===== config.mk =====
export PLATFORM = sky130hd
export DESIGN_NAME = paired_tlb
export DESIGN_NICKNAME = d
export VERILOG_FILES = /design/src/rtl/ptlb_pkg.sv /design/src/rtl/ptlb_entry_store.sv /design/src/rtl/ptlb_match.sv /design/src/rtl/ptlb_resolve.sv /design/src/rtl/paired_tlb.sv
export SDC_FILE = /design/constraint.sdc
export NUM_CORES = 2
export LEC_CHECK = 0
export BUFFER_PORTS_ARGS = -buffer_cell sky130_fd_sc_hd__buf_2
export CORE_MARGIN = 1
export CORE_UTILIZATION = 45
export DETAILED_ROUTE_END_ITERATION = 12
export PLACE_DENSITY = 0.72
export SYNTH_ARGS = -nofsm -noshare
export SYNTH_HDL_FRONTEND = slang
export SYNTH_HIERARCHICAL = 1
export SYNTH_SLANG_ARGS = --single-unit

===== constraint.sdc =====
create_clock -name clk -period 7.5 [get_ports clk]
set_clock_uncertainty 0.1 [all_clocks]
set_input_delay 1.5 -clock clk [delete_from_list [all_inputs] [get_ports clk]]
set_output_delay 1.5 -clock clk [all_outputs]
set_load 0.03 [all_outputs]

===== src/rtl/ptlb_pkg.sv =====
// Shared definitions for the paired-page translation buffer.
// Assumes: default geometry of 48 entries, 64-bit virtual and 36-bit
// physical addresses, fixed 4 KB pages.
package ptlb_pkg;

    localparam int DEF_ENTRIES  = 48;
    localparam int DEF_VA_W     = 64;
    localparam int DEF_PA_W     = 36;
    localparam int DEF_PG_SHIFT = 12;
    localparam int DEF_TAG_HI   = 39;

    // Which half of a page pair a lookup addresses (virtual address bit 12).
    typedef enum logic {
        HALF_EVEN = 1'b0,
        HALF_ODD  = 1'b1
    } half_e;

endpackage


===== src/rtl/ptlb_entry_store.sv =====
// Entry storage: one tag, two frames and two valid bits per entry.
// The indexed write lands at the clock edge, so a reader in the same
// cycle still sees the old contents. Reset clears only the valid bits.
// Assumes: an index at or above N_ENTRIES matches no entry and is dropped.
module ptlb_entry_store #(
    parameter int N_ENTRIES = 48,
    parameter int TAG_W     = 27,
    parameter int PFN_W     = 24,
    parameter int IDX_W     = 6
) (
    input  logic                              clk,
    input  logic                              rst_n,
    input  logic                              wr_en,
    input  logic [IDX_W-1:0]                  wr_idx,
    input  logic [TAG_W-1:0]                  wr_tag,
    input  logic [PFN_W-1:0]                  wr_pfn_e,
    input  logic [PFN_W-1:0]                  wr_pfn_o,
    input  logic                              wr_v_e,
    input  logic                              wr_v_o,
    output logic [N_ENTRIES-1:0][TAG_W-1:0]   tag_q,
    output logic [N_ENTRIES-1:0][PFN_W-1:0]   pfn_e_q,
    output logic [N_ENTRIES-1:0][PFN_W-1:0]   pfn_o_q,
    output logic [N_ENTRIES-1:0]              v_e_q,
    output logic [N_ENTRIES-1:0]              v_o_q
);

    localparam logic [IDX_W:0] LIMIT = (IDX_W + 1)'(N_ENTRIES);

    for (genvar i = 0; i < N_ENTRIES; i++) begin : g_entry
        localparam logic [IDX_W-1:0] MY_IDX = IDX_W'(i);

        // Valid bits: cleared by reset, replaced by a write to this index.
        always_ff @(posedge clk) begin
            if (!rst_n) begin
                v_e_q[i] <= 1'b0;
                v_o_q[i] <= 1'b0;
            end else if (wr_en && wr_idx == MY_IDX) begin
                v_e_q[i] <= wr_v_e;
                v_o_q[i] <= wr_v_o;
            end
        end

        // Tag and frames: payload only, needs no reset.
        always_ff @(posedge clk) begin
            if (wr_en && wr_idx == MY_IDX) begin
                tag_q[i]   <= wr_tag;
                pfn_e_q[i] <= wr_pfn_e;
                pfn_o_q[i] <= wr_pfn_o;
            end
        end
    end

    AST_BADIDX_IGNORED: assert property (@(posedge clk) disable iff (!rst_n)
        (wr_en && {1'b0, wr_idx} >= LIMIT) |=> ($stable(v_e_q) && $stable(v_o_q) && $stable(tag_q)));

    AST_WRITE_LANDS: assert property (@(posedge clk) disable iff (!rst_n)
        (wr_en && {1'b0, wr_idx} < LIMIT) |=>
            (v_e_q[$past(wr_idx)] == $past(wr_v_e) && v_o_q[$past(wr_idx)] == $past(wr_v_o)));

endmodule


===== src/rtl/ptlb_match.sv =====
// Parallel tag compare and match resolution. Every entry with at least
// one valid half compares its tag with the lookup tag. The lowest-index
// match is isolated into a one-hot grant.
// Assumes: purely combinational; the caller registers the result.
module ptlb_match #(
    parameter int N_ENTRIES = 48,
    parameter int TAG_W     = 27
) (
    input  logic [TAG_W-1:0]                lk_tag,
    input  logic [N_ENTRIES-1:0][TAG_W-1:0] tag_q,
    input  logic [N_ENTRIES-1:0]            v_e_q,
    input  logic [N_ENTRIES-1:0]            v_o_q,
    output logic [N_ENTRIES-1:0]            match_vec,
    output logic [N_ENTRIES-1:0]            grant,
    output logic                            any_hit
);

    for (genvar i = 0; i < N_ENTRIES; i++) begin : g_cmp
        // Entry i matches when it holds a live half and its tag is equal.
        assign match_vec[i] = (v_e_q[i] | v_o_q[i]) && (tag_q[i] == lk_tag);
    end

    // Lowest set bit wins: isolate it with a two's-complement mask.
    always_comb begin
        grant   = match_vec & (~match_vec + N_ENTRIES'(1));
        any_hit = |match_vec;
    end

endmodule


===== src/rtl/ptlb_resolve.sv =====
// Second lookup stage: picks the even or odd frame of the captured entry,
// joins the page offset and registers the response. Outputs are zero
// whenever no response is present.
// Assumes: inputs are first-stage registers from the same request.
module ptlb_resolve import ptlb_pkg::*; #(
    parameter int PFN_W = 24,
    parameter int OFF_W = 12,
    parameter int PA_W  = 36
) (
    input  logic             clk,
    input  logic             rst_n,
    input  logic             s1_req,
    input  logic             s1_hit,
    input  logic [PFN_W-1:0] s1_pfn_e,
    input  logic [PFN_W-1:0] s1_pfn_o,
    input  logic             s1_v_e,
    input  logic             s1_v_o,
    input  half_e            s1_half,
    input  logic [OFF_W-1:0] s1_off,
    output logic             rsp_stb,
    output logic             rsp_hit,
    output logic             rsp_pg_valid,
    output logic [PA_W-1:0]  rsp_pa
);

    logic [PFN_W-1:0] pick_pfn;
    logic             pick_v;

    // Half select from virtual address bit 12.
    always_comb begin
        pick_pfn = (s1_half == HALF_ODD) ? s1_pfn_o : s1_pfn_e;
        pick_v   = (s1_half == HALF_ODD) ? s1_v_o   : s1_v_e;
    end

    // Response register; zeros on idle cycles and misses.
    always_ff @(posedge clk) begin
        if (!rst_n) begin
            rsp_stb      <= 1'b0;
            rsp_hit      <= 1'b0;
            rsp_pg_valid <= 1'b0;
            rsp_pa       <= '0;
        end else begin
            rsp_stb <= s1_req;
            if (s1_req && s1_hit) begin
                rsp_hit      <= 1'b1;
                rsp_pg_valid <= pick_v;
                rsp_pa       <= {pick_pfn, s1_off};
            end else begin
                rsp_hit      <= 1'b0;
                rsp_pg_valid <= 1'b0;
                rsp_pa       <= '0;
            end
        end
    end

    AST_PGV_NEEDS_HIT: assert property (@(posedge clk) disable iff (!rst_n)
        rsp_pg_valid |-> rsp_hit);

    AST_IDLE_QUIET: assert property (@(posedge clk) disable iff (!rst_n)
        !rsp_stb |-> (!rsp_hit && !rsp_pg_valid && rsp_pa == '0));

endmodule


===== src/rtl/paired_tlb.sv =====
// Paired-page translation buffer top.
// Stage 1 compares tags in parallel and resolves the lowest-index match.
// It captures that entry's two frames, so a write in a later cycle cannot
// disturb a lookup in flight. Stage 2 selects the half and registers the
// response.
// Assumes: fixed 4 KB pages; virtual address bits above TAG_HI are ignored.
module paired_tlb import ptlb_pkg::*; #(
    parameter int N_ENTRIES = DEF_ENTRIES,
    parameter int VA_W      = DEF_VA_W,
    parameter int PA_W      = DEF_PA_W,
    parameter int PG_SHIFT  = DEF_PG_SHIFT,
    parameter int TAG_HI    = DEF_TAG_HI,
    localparam int TAG_LO   = PG_SHIFT + 1,
    localparam int TAG_W    = TAG_HI - TAG_LO + 1,
    localparam int PFN_W    = PA_W - PG_SHIFT,
    localparam int IDX_W    = $clog2(N_ENTRIES)
) (
    input  logic              clk,
    input  logic              rst_n,
    input  logic              wr_en,
    input  logic [IDX_W-1:0]  wr_idx,
    input  logic [TAG_W-1:0]  wr_tag,
    input  logic [PFN_W-1:0]  wr_pfn_even,
    input  logic [PFN_W-1:0]  wr_pfn_odd,
    input  logic              wr_v_even,
    input  logic              wr_v_odd,
    input  logic              lk_req,
    input  logic [VA_W-1:0]   lk_va,
    output logic              rsp_stb,
    output logic              rsp_hit,
    output logic              rsp_pg_valid,
    output logic [PA_W-1:0]   rsp_pa
);

    logic [N_ENTRIES-1:0][TAG_W-1:0] tag_q;
    logic [N_ENTRIES-1:0][PFN_W-1:0] pfn_e_q;
    logic [N_ENTRIES-1:0][PFN_W-1:0] pfn_o_q;
    logic [N_ENTRIES-1:0]            v_e_q;
    logic [N_ENTRIES-1:0]            v_o_q;
    logic [N_ENTRIES-1:0]            match_vec;
    logic [N_ENTRIES-1:0]            grant;
    logic                            any_hit;

    logic [PFN_W-1:0] sel_pfn_e, sel_pfn_o;
    logic             sel_v_e, sel_v_o;

    logic             s1_req, s1_hit, s1_v_e, s1_v_o;
    logic [PFN_W-1:0] s1_pfn_e, s1_pfn_o;
    half_e            s1_half;
    logic [PG_SHIFT-1:0] s1_off;

    logic unused_va_hi;
    assign unused_va_hi = ^lk_va[VA_W-1:TAG_HI+1];

    ptlb_entry_store #(
        .N_ENTRIES(N_ENTRIES), .TAG_W(TAG_W), .PFN_W(PFN_W), .IDX_W(IDX_W)
    ) u_store (
        .clk(clk), .rst_n(rst_n), .wr_en(wr_en), .wr_idx(wr_idx),
        .wr_tag(wr_tag), .wr_pfn_e(wr_pfn_even), .wr_pfn_o(wr_pfn_odd),
        .wr_v_e(wr_v_even), .wr_v_o(wr_v_odd),
        .tag_q(tag_q), .pfn_e_q(pfn_e_q), .pfn_o_q(pfn_o_q),
        .v_e_q(v_e_q), .v_o_q(v_o_q)
    );

    ptlb_match #(
        .N_ENTRIES(N_ENTRIES), .TAG_W(TAG_W)
    ) u_match (
        .lk_tag(lk_va[TAG_HI:TAG_LO]), .tag_q(tag_q),
        .v_e_q(v_e_q), .v_o_q(v_o_q),
        .match_vec(match_vec), .grant(grant), .any_hit(any_hit)
    );

    // AND-OR mux of the granted entry's frames and valid bits.
    always_comb begin
        sel_pfn_e = '0;
        sel_pfn_o = '0;
        sel_v_e   = 1'b0;
        sel_v_o   = 1'b0;
        for (int i = 0; i < N_ENTRIES; i++) begin
            sel_pfn_e = sel_pfn_e | (pfn_e_q[i] & {PFN_W{grant[i]}});
            sel_pfn_o = sel_pfn_o | (pfn_o_q[i] & {PFN_W{grant[i]}});
            sel_v_e   = sel_v_e   | (v_e_q[i] & grant[i]);
            sel_v_o   = sel_v_o   | (v_o_q[i] & grant[i]);
        end
    end

    // First-stage register: captures the resolved entry and request fields.
    always_ff @(posedge clk) begin
        if (!rst_n) begin
            s1_req   <= 1'b0;
            s1_hit   <= 1'b0;
            s1_pfn_e <= '0;
            s1_pfn_o <= '0;
            s1_v_e   <= 1'b0;
            s1_v_o   <= 1'b0;
            s1_half  <= HALF_EVEN;
            s1_off   <= '0;
        end else begin
            s1_req   <= lk_req;
            s1_hit   <= lk_req && any_hit;
            s1_pfn_e <= sel_pfn_e;
            s1_pfn_o <= sel_pfn_o;
            s1_v_e   <= sel_v_e;
            s1_v_o   <= sel_v_o;
            s1_half  <= half_e'(lk_va[PG_SHIFT]);
            s1_off   <= lk_va[PG_SHIFT-1:0];
        end
    end

    ptlb_resolve #(
        .PFN_W(PFN_W), .OFF_W(PG_SHIFT), .PA_W(PA_W)
    ) u_resolve (
        .clk(clk), .rst_n(rst_n),
        .s1_req(s1_req), .s1_hit(s1_hit),
        .s1_pfn_e(s1_pfn_e), .s1_pfn_o(s1_pfn_o),
        .s1_v_e(s1_v_e), .s1_v_o(s1_v_o),
        .s1_half(s1_half), .s1_off(s1_off),
        .rsp_stb(rsp_stb), .rsp_hit(rsp_hit),
        .rsp_pg_valid(rsp_pg_valid), .rsp_pa(rsp_pa)
    );

    AST_TWO_CYCLE_RSP: assert property (@(posedge clk) disable iff (!rst_n)
        ($past(rst_n) && $past(rst_n, 2)) |-> (rsp_stb == $past(lk_req, 2)));

    AST_OFFSET_PASS: assert property (@(posedge clk) disable iff (!rst_n)
        ($past(rst_n) && $past(rst_n, 2) && rsp_hit) |->
            (rsp_pa[PG_SHIFT-1:0] == $past(lk_va[PG_SHIFT-1:0], 2)));

    AST_GRANT_ONEHOT: assert property (@(posedge clk) disable iff (!rst_n)
        $onehot0(grant) && ((grant & ~match_vec) == '0));

    AST_GRANT_ON_MATCH: assert property (@(posedge clk) disable iff (!rst_n)
        any_hit |-> (grant != '0));

endmodule


Word-level counts from Yosys, hierarchy flattened
Index checks and enable logic that the tools add are counted.
- $add $sub $neg: 1
- equality and inequality tests: 95
- mux-type cells: 3
- bitwise gates (word level): 430
- reduce and logical (&&, ||, !) cells: 101
- operator list (kind ; number):
    $and 24x24->24 ; 96
    $or 24x24->24 ; 94
    $eq 27x27->1 ; 48
    $or 1x1->1 ; 142
    $logic_and 1x1->1 ; 98
    $and 1x1->1 ; 96
    $eq 6x5->1 const B ; 16
    $eq 6x6->1 const B ; 16
    $add 48x1->48 const B ; 1
    $and 48x48->48 ; 1
    $eq 6x4->1 const B ; 8
    $not 48->48 ; 1
    $reduce_or 48->1 ; 1
    $eq 6x3->1 const B ; 4
    $mux 24 ; 1
    $eq 6x2->1 const B ; 2
    $eq 6x1->1 const B ; 1
    $logic_not 6->1 ; 1
    $mux 1 ; 2
    $reduce_and 2->1 ; 1
- register bits after elaboration: 3800
- input bits: 151
- output and inout port bits: 39
- logic and storage cells: 882

Depth between registers and ports, before layout
- word-level depth: 53
- mapped depth: 18
- gate-level depth less buffers: 13

Modules after synthesis
Netlist, hierarchy kept.
- by module, submodules not included (module ; instances ; cells each ; area each (um^2) ; seq. area each (um^2)):
    ptlb_entry_store ; 1 ; 4021 ; 112003.7 ; 110025.5
    ptlb_match ; 1 ; 2019 ; 16473.3 ; 0.0
    paired_tlb ; 1 ; 1756 ; 15084.5 ; 1301.2
    ptlb_resolve ; 1 ; 110 ; 1292.5 ; 780.7

Worst setup path before layout
Ideal clock, no wire load.
- path type: input-to-reg
- from: input wr_idx[4]
- to: register u_store/pfn_e_q[168] (netlist name) (enable)
- setup time: 0.515 ns
- arrival: 5.208 ns
- required time: 6.885 ns
- path slack: 1.678 ns
- stages on the path: 2
- path buffers: 0
- cells stage by stage: or3b_1 -> nor2_1
- longest elaborated chain between the ends: 2
- ends and longest elaborated chain (element ; RTL line ; text):
    start, declared ; paired_tlb.sv:21 ; input logic [IDX_W-1:0] wr_idx,
    $eq 6x3->1 ; ptlb_entry_store.sv:45 ; if (wr_en && wr_idx == MY_IDX) begin
    $logic_and 1x1->1 ; ptlb_entry_store.sv:45 ;
    end signal, assigned by index ; ptlb_entry_store.sv:47 ; pfn_e_q[i] <= wr_pfn_e;
    end, declared ; ptlb_entry_store.sv:21 ; output logic [N_ENTRIES-1:0][PFN_W-1:0] pfn_e_q,
No other way between the ends.
A chain may end at the register's enable or synchronous reset.

Worst setup path in the final report
- from: input lk_va[16]
- to: register s1_pfn_o[10]
- elaborated cells between the ends (all ways): 194
- those cells by class: 1 x add/sub; 48 x eq/ne; 97 x bitwise; 48 x reduce/logical
- RTL lines (element ; RTL line ; text):
    start, declared ; paired_tlb.sv:28 ; input logic [VA_W-1:0] lk_va,
    $eq 27x27->1 ; ptlb_match.sv:20 ; assign match_vec[i] = (v_e_q[i] | v_o_q[i]) && (tag_q[i] == lk_tag);
    $logic_and 1x1->1 ; ptlb_match.sv:20 ;
    via match_vec[42] ; paired_tlb.sv:40 ; logic [N_ENTRIES-1:0] match_vec;
    $not 48->48 ; ptlb_match.sv:25 ; grant = match_vec & (~match_vec + N_ENTRIES'(1));
    $add 48x1->48 ; ptlb_match.sv:25 ;
    $and 48x48->48 ; ptlb_match.sv:25 ;
    via grant[45] ; paired_tlb.sv:41 ; logic [N_ENTRIES-1:0] grant;
    $and 24x24->24 ; paired_tlb.sv:81 ; sel_pfn_o = sel_pfn_o | (pfn_o_q[i] & {PFN_W{grant[i]}});
    $or 24x24->24 (3 in a row) ; paired_tlb.sv:81 ;
    end signal, assigned ; paired_tlb.sv:102 ; s1_pfn_o <= sel_pfn_o;
    end, declared ; paired_tlb.sv:48 ; logic [PFN_W-1:0] s1_pfn_e, s1_pfn_o;
The timed path passes the listed nets, and every way through them passes these cells.

==> impl_metrics.ini <==
[clock_network]
cts-root-buf = clkbuf_16
post_cts_resized = 0
numCtsBuffers = 366
post_cts_buffers = 0
cts.sinks = 3800
path_clk_slew_ns = 0.06
insertion_delay_ns = 0.96
tritoncts = yes
cts_max_level = 5
clock_path_buffers = 4
postCtsHoldBufs = 0

[floorplan]
die_area_mm2 = 0.324
rows = 207
core_mm2 = 0.319
die_h_um = 569
ioPinCount = 190
die_w_um = 569
start_util_pct = 45.4

[worst_setup_path]
critPathSlowestCell = nor4_1
crit_family = simple AND/OR/NAND/NOR gates
cp_max_fo = 19
cp-end-kind = flip-flop
cp_num_buf_inv = 2
cp-start-kind = primary input
crit_path_max_incr_delay_ns = 1.08
r2r_start = u_store/tag_q[1137]$_DFFE_PP_
path_cells = buf_4 -> xor2_1 -> nor4_1 -> nand4_1 -> nor4_2 -> nor3_1 -> nor2b_1 -> and4bb_4 -> and3_4 -> buf_4 -> a221oi_1 -> nand4_1 -> o31a_1
path_class = in2reg
required_ns = 8.23
r2r-end = s1_pfn_o[10]$_SDFF_PN0_
worst_ep_arrival_time_ns = 6.95
rrSetupSlack_ns = 1.90
ff2ff_path_depth = 12

[global_routing]
grt_overflow = 0
grt_max_degree = 78
grt_pass1_wl_mm = 684
antenna_found_initial = 58
grt_pass1_vias = 83179
grtUsageTotal_pct = 30.8

[layout]
drive_above_1_share_pct = 13.4
layout_common_cells = edfxtp_1, xor2_1, xnor2_1
area_delta_synth_final_pct = 12.9
final_common_cell = edfxtp_1
fin_nets = 8480
final_util_pct = 51.3

[sta]
rsz0062_at_grt = false
hold_viol = 0
drv_slew = 0
tightestPinTransition_ns = 1.43
slew_headroom_pct = 3.85
period_needed_ns = 6.23
finalSetupTns_ns = 0
fmax_mhz = 161
finalSetupViolations = 0
period_share_pct = 83.0

[route]
via_per_inst = 6.81
first_pass_iters = 10
antenna_left = 0
finalWirelength_mm = 512
drc = 0
vias = 88182
drt_iter0_drc = 19031
wl_per_cell_um = 39.6

[place]
io_buffers = 165
dpl.hpwl_mm = 263
gp_congestion = 0.925

[min_path]
hold_path_class = reg2reg
hold_end = u_resolve/rsp_pa[10]$_SDFF_PN0_
hold_path_depth = 1
hp-start = s1_off[10]$_SDFF_PN0_

[pwr]
power_per_cell_area_mw_per_mm2 = 263
peakVddDrop_uv = 273
p_leak_nw = 52.0

[synth]
syn-num-nets = 8056
syn_area_mm2 = 0.145
synthCells = 7905
yosys_warnings = 6
syn_avg_cell_area_um2 = 18.3

[status]
status = completed

[flow_run]
drv_cap = 0
area by class of cell:
class	count	area, µm²
clock buffer	495	10000
antenna	37	92.6
fill	24792	155000
inverter	41	236
clock inverter	172	1660
multi-input combinational	3612	29500
tap	4284	5360
timing repair buffer	508	4560
sequential	3800	112000
per-layer routing:
layer | track usage (%) | up-vias | share of wire [%]
met3 | 9.50 | 2085 | 17
met2 | 46.8 | 9241 | 44
li1 | - | 32781 | -
met1 | 38.8 | 44055 | 32
met5 | 0 | - | 0.033
met4 | 18.3 | 20 | 7.7
worst max path at each step:
stage,from,cells after the start,end
global route,lk_va[15],14,s1_pfn_e[2]$_SDFF_PN0_
global placement,lk_va[16],14,s1_pfn_e[2]$_SDFF_PN0_
CTS,lk_va[15],14,s1_pfn_e[2]$_SDFF_PN0_
detailed placement,lk_va[16],14,s1_pfn_e[2]$_SDFF_PN0_
finish,lk_va[16],13,s1_pfn_o[10]$_SDFF_PN0_
floorplan,wr_idx[4],2,u_store/pfn_e_q[168]$_DFFE_PP_
state kept, by name (all words and copies together) (netlist names):
name / cells
s1_req: 1
u_resolve/rsp_stb: 1
u_store/pfn_o_q: 1152
s1_pfn_o: 24
u_store/v_o_q: 48
u_store/v_e_q: 48
u_resolve/rsp_pa: 36
s1_off: 12
u_resolve/rsp_hit: 1
u_store/tag_q: 1296
u_store/pfn_e_q: 1152
s1_v_e: 1
s1_half: 1
u_resolve/rsp_pg_valid: 1
s1_hit: 1
s1_v_o: 1
s1_pfn_e: 24
worst reg2reg max path, delay by kind of cell, from the launching register on:
kind            cells  cell delay [ns]
compound gates      2             0.85
xor+xnor            1             0.16
buf+inv             1             0.35
flops               1             0.38
simple gates        8             3.66
per-stage QoR:
stage / power (mW) / setup slack, ns / hold WS, ns / std cells / instance area [µm²]
3_3_place_gp: 25.1 / 0.848 / 0.311 / 12245 / 152000
2_1_floorplan: 24.4 / 1.68 / 0.306 / 7905 / 145000
4_1_cts: 42.9 / 1.68 / 0.330 / 12912 / 163000
3_5_place_dp: 25.2 / 0.783 / 0.317 / 12245 / 152000
6_report: 43.0 / 1.27 / 0.321 / 12949 / 164000
5_1_grt: 43.8 / 1.45 / 0.346 / 12920 / 164000
power breakdown:
group | switching [mW] | leakage, nW | total [mW] | internal, mW
clock | 7.96 | 5.68 | 18.2 | 10.3
sequential | 0.0473 | 34.0 | 23.4 | 23.3
combinational | 1.05 | 12.3 | 1.38 | 0.330
total | 9.06 | 52.0 | 43.0 | 33.9
Note: power is estimated with default switching activity, not from simulation.
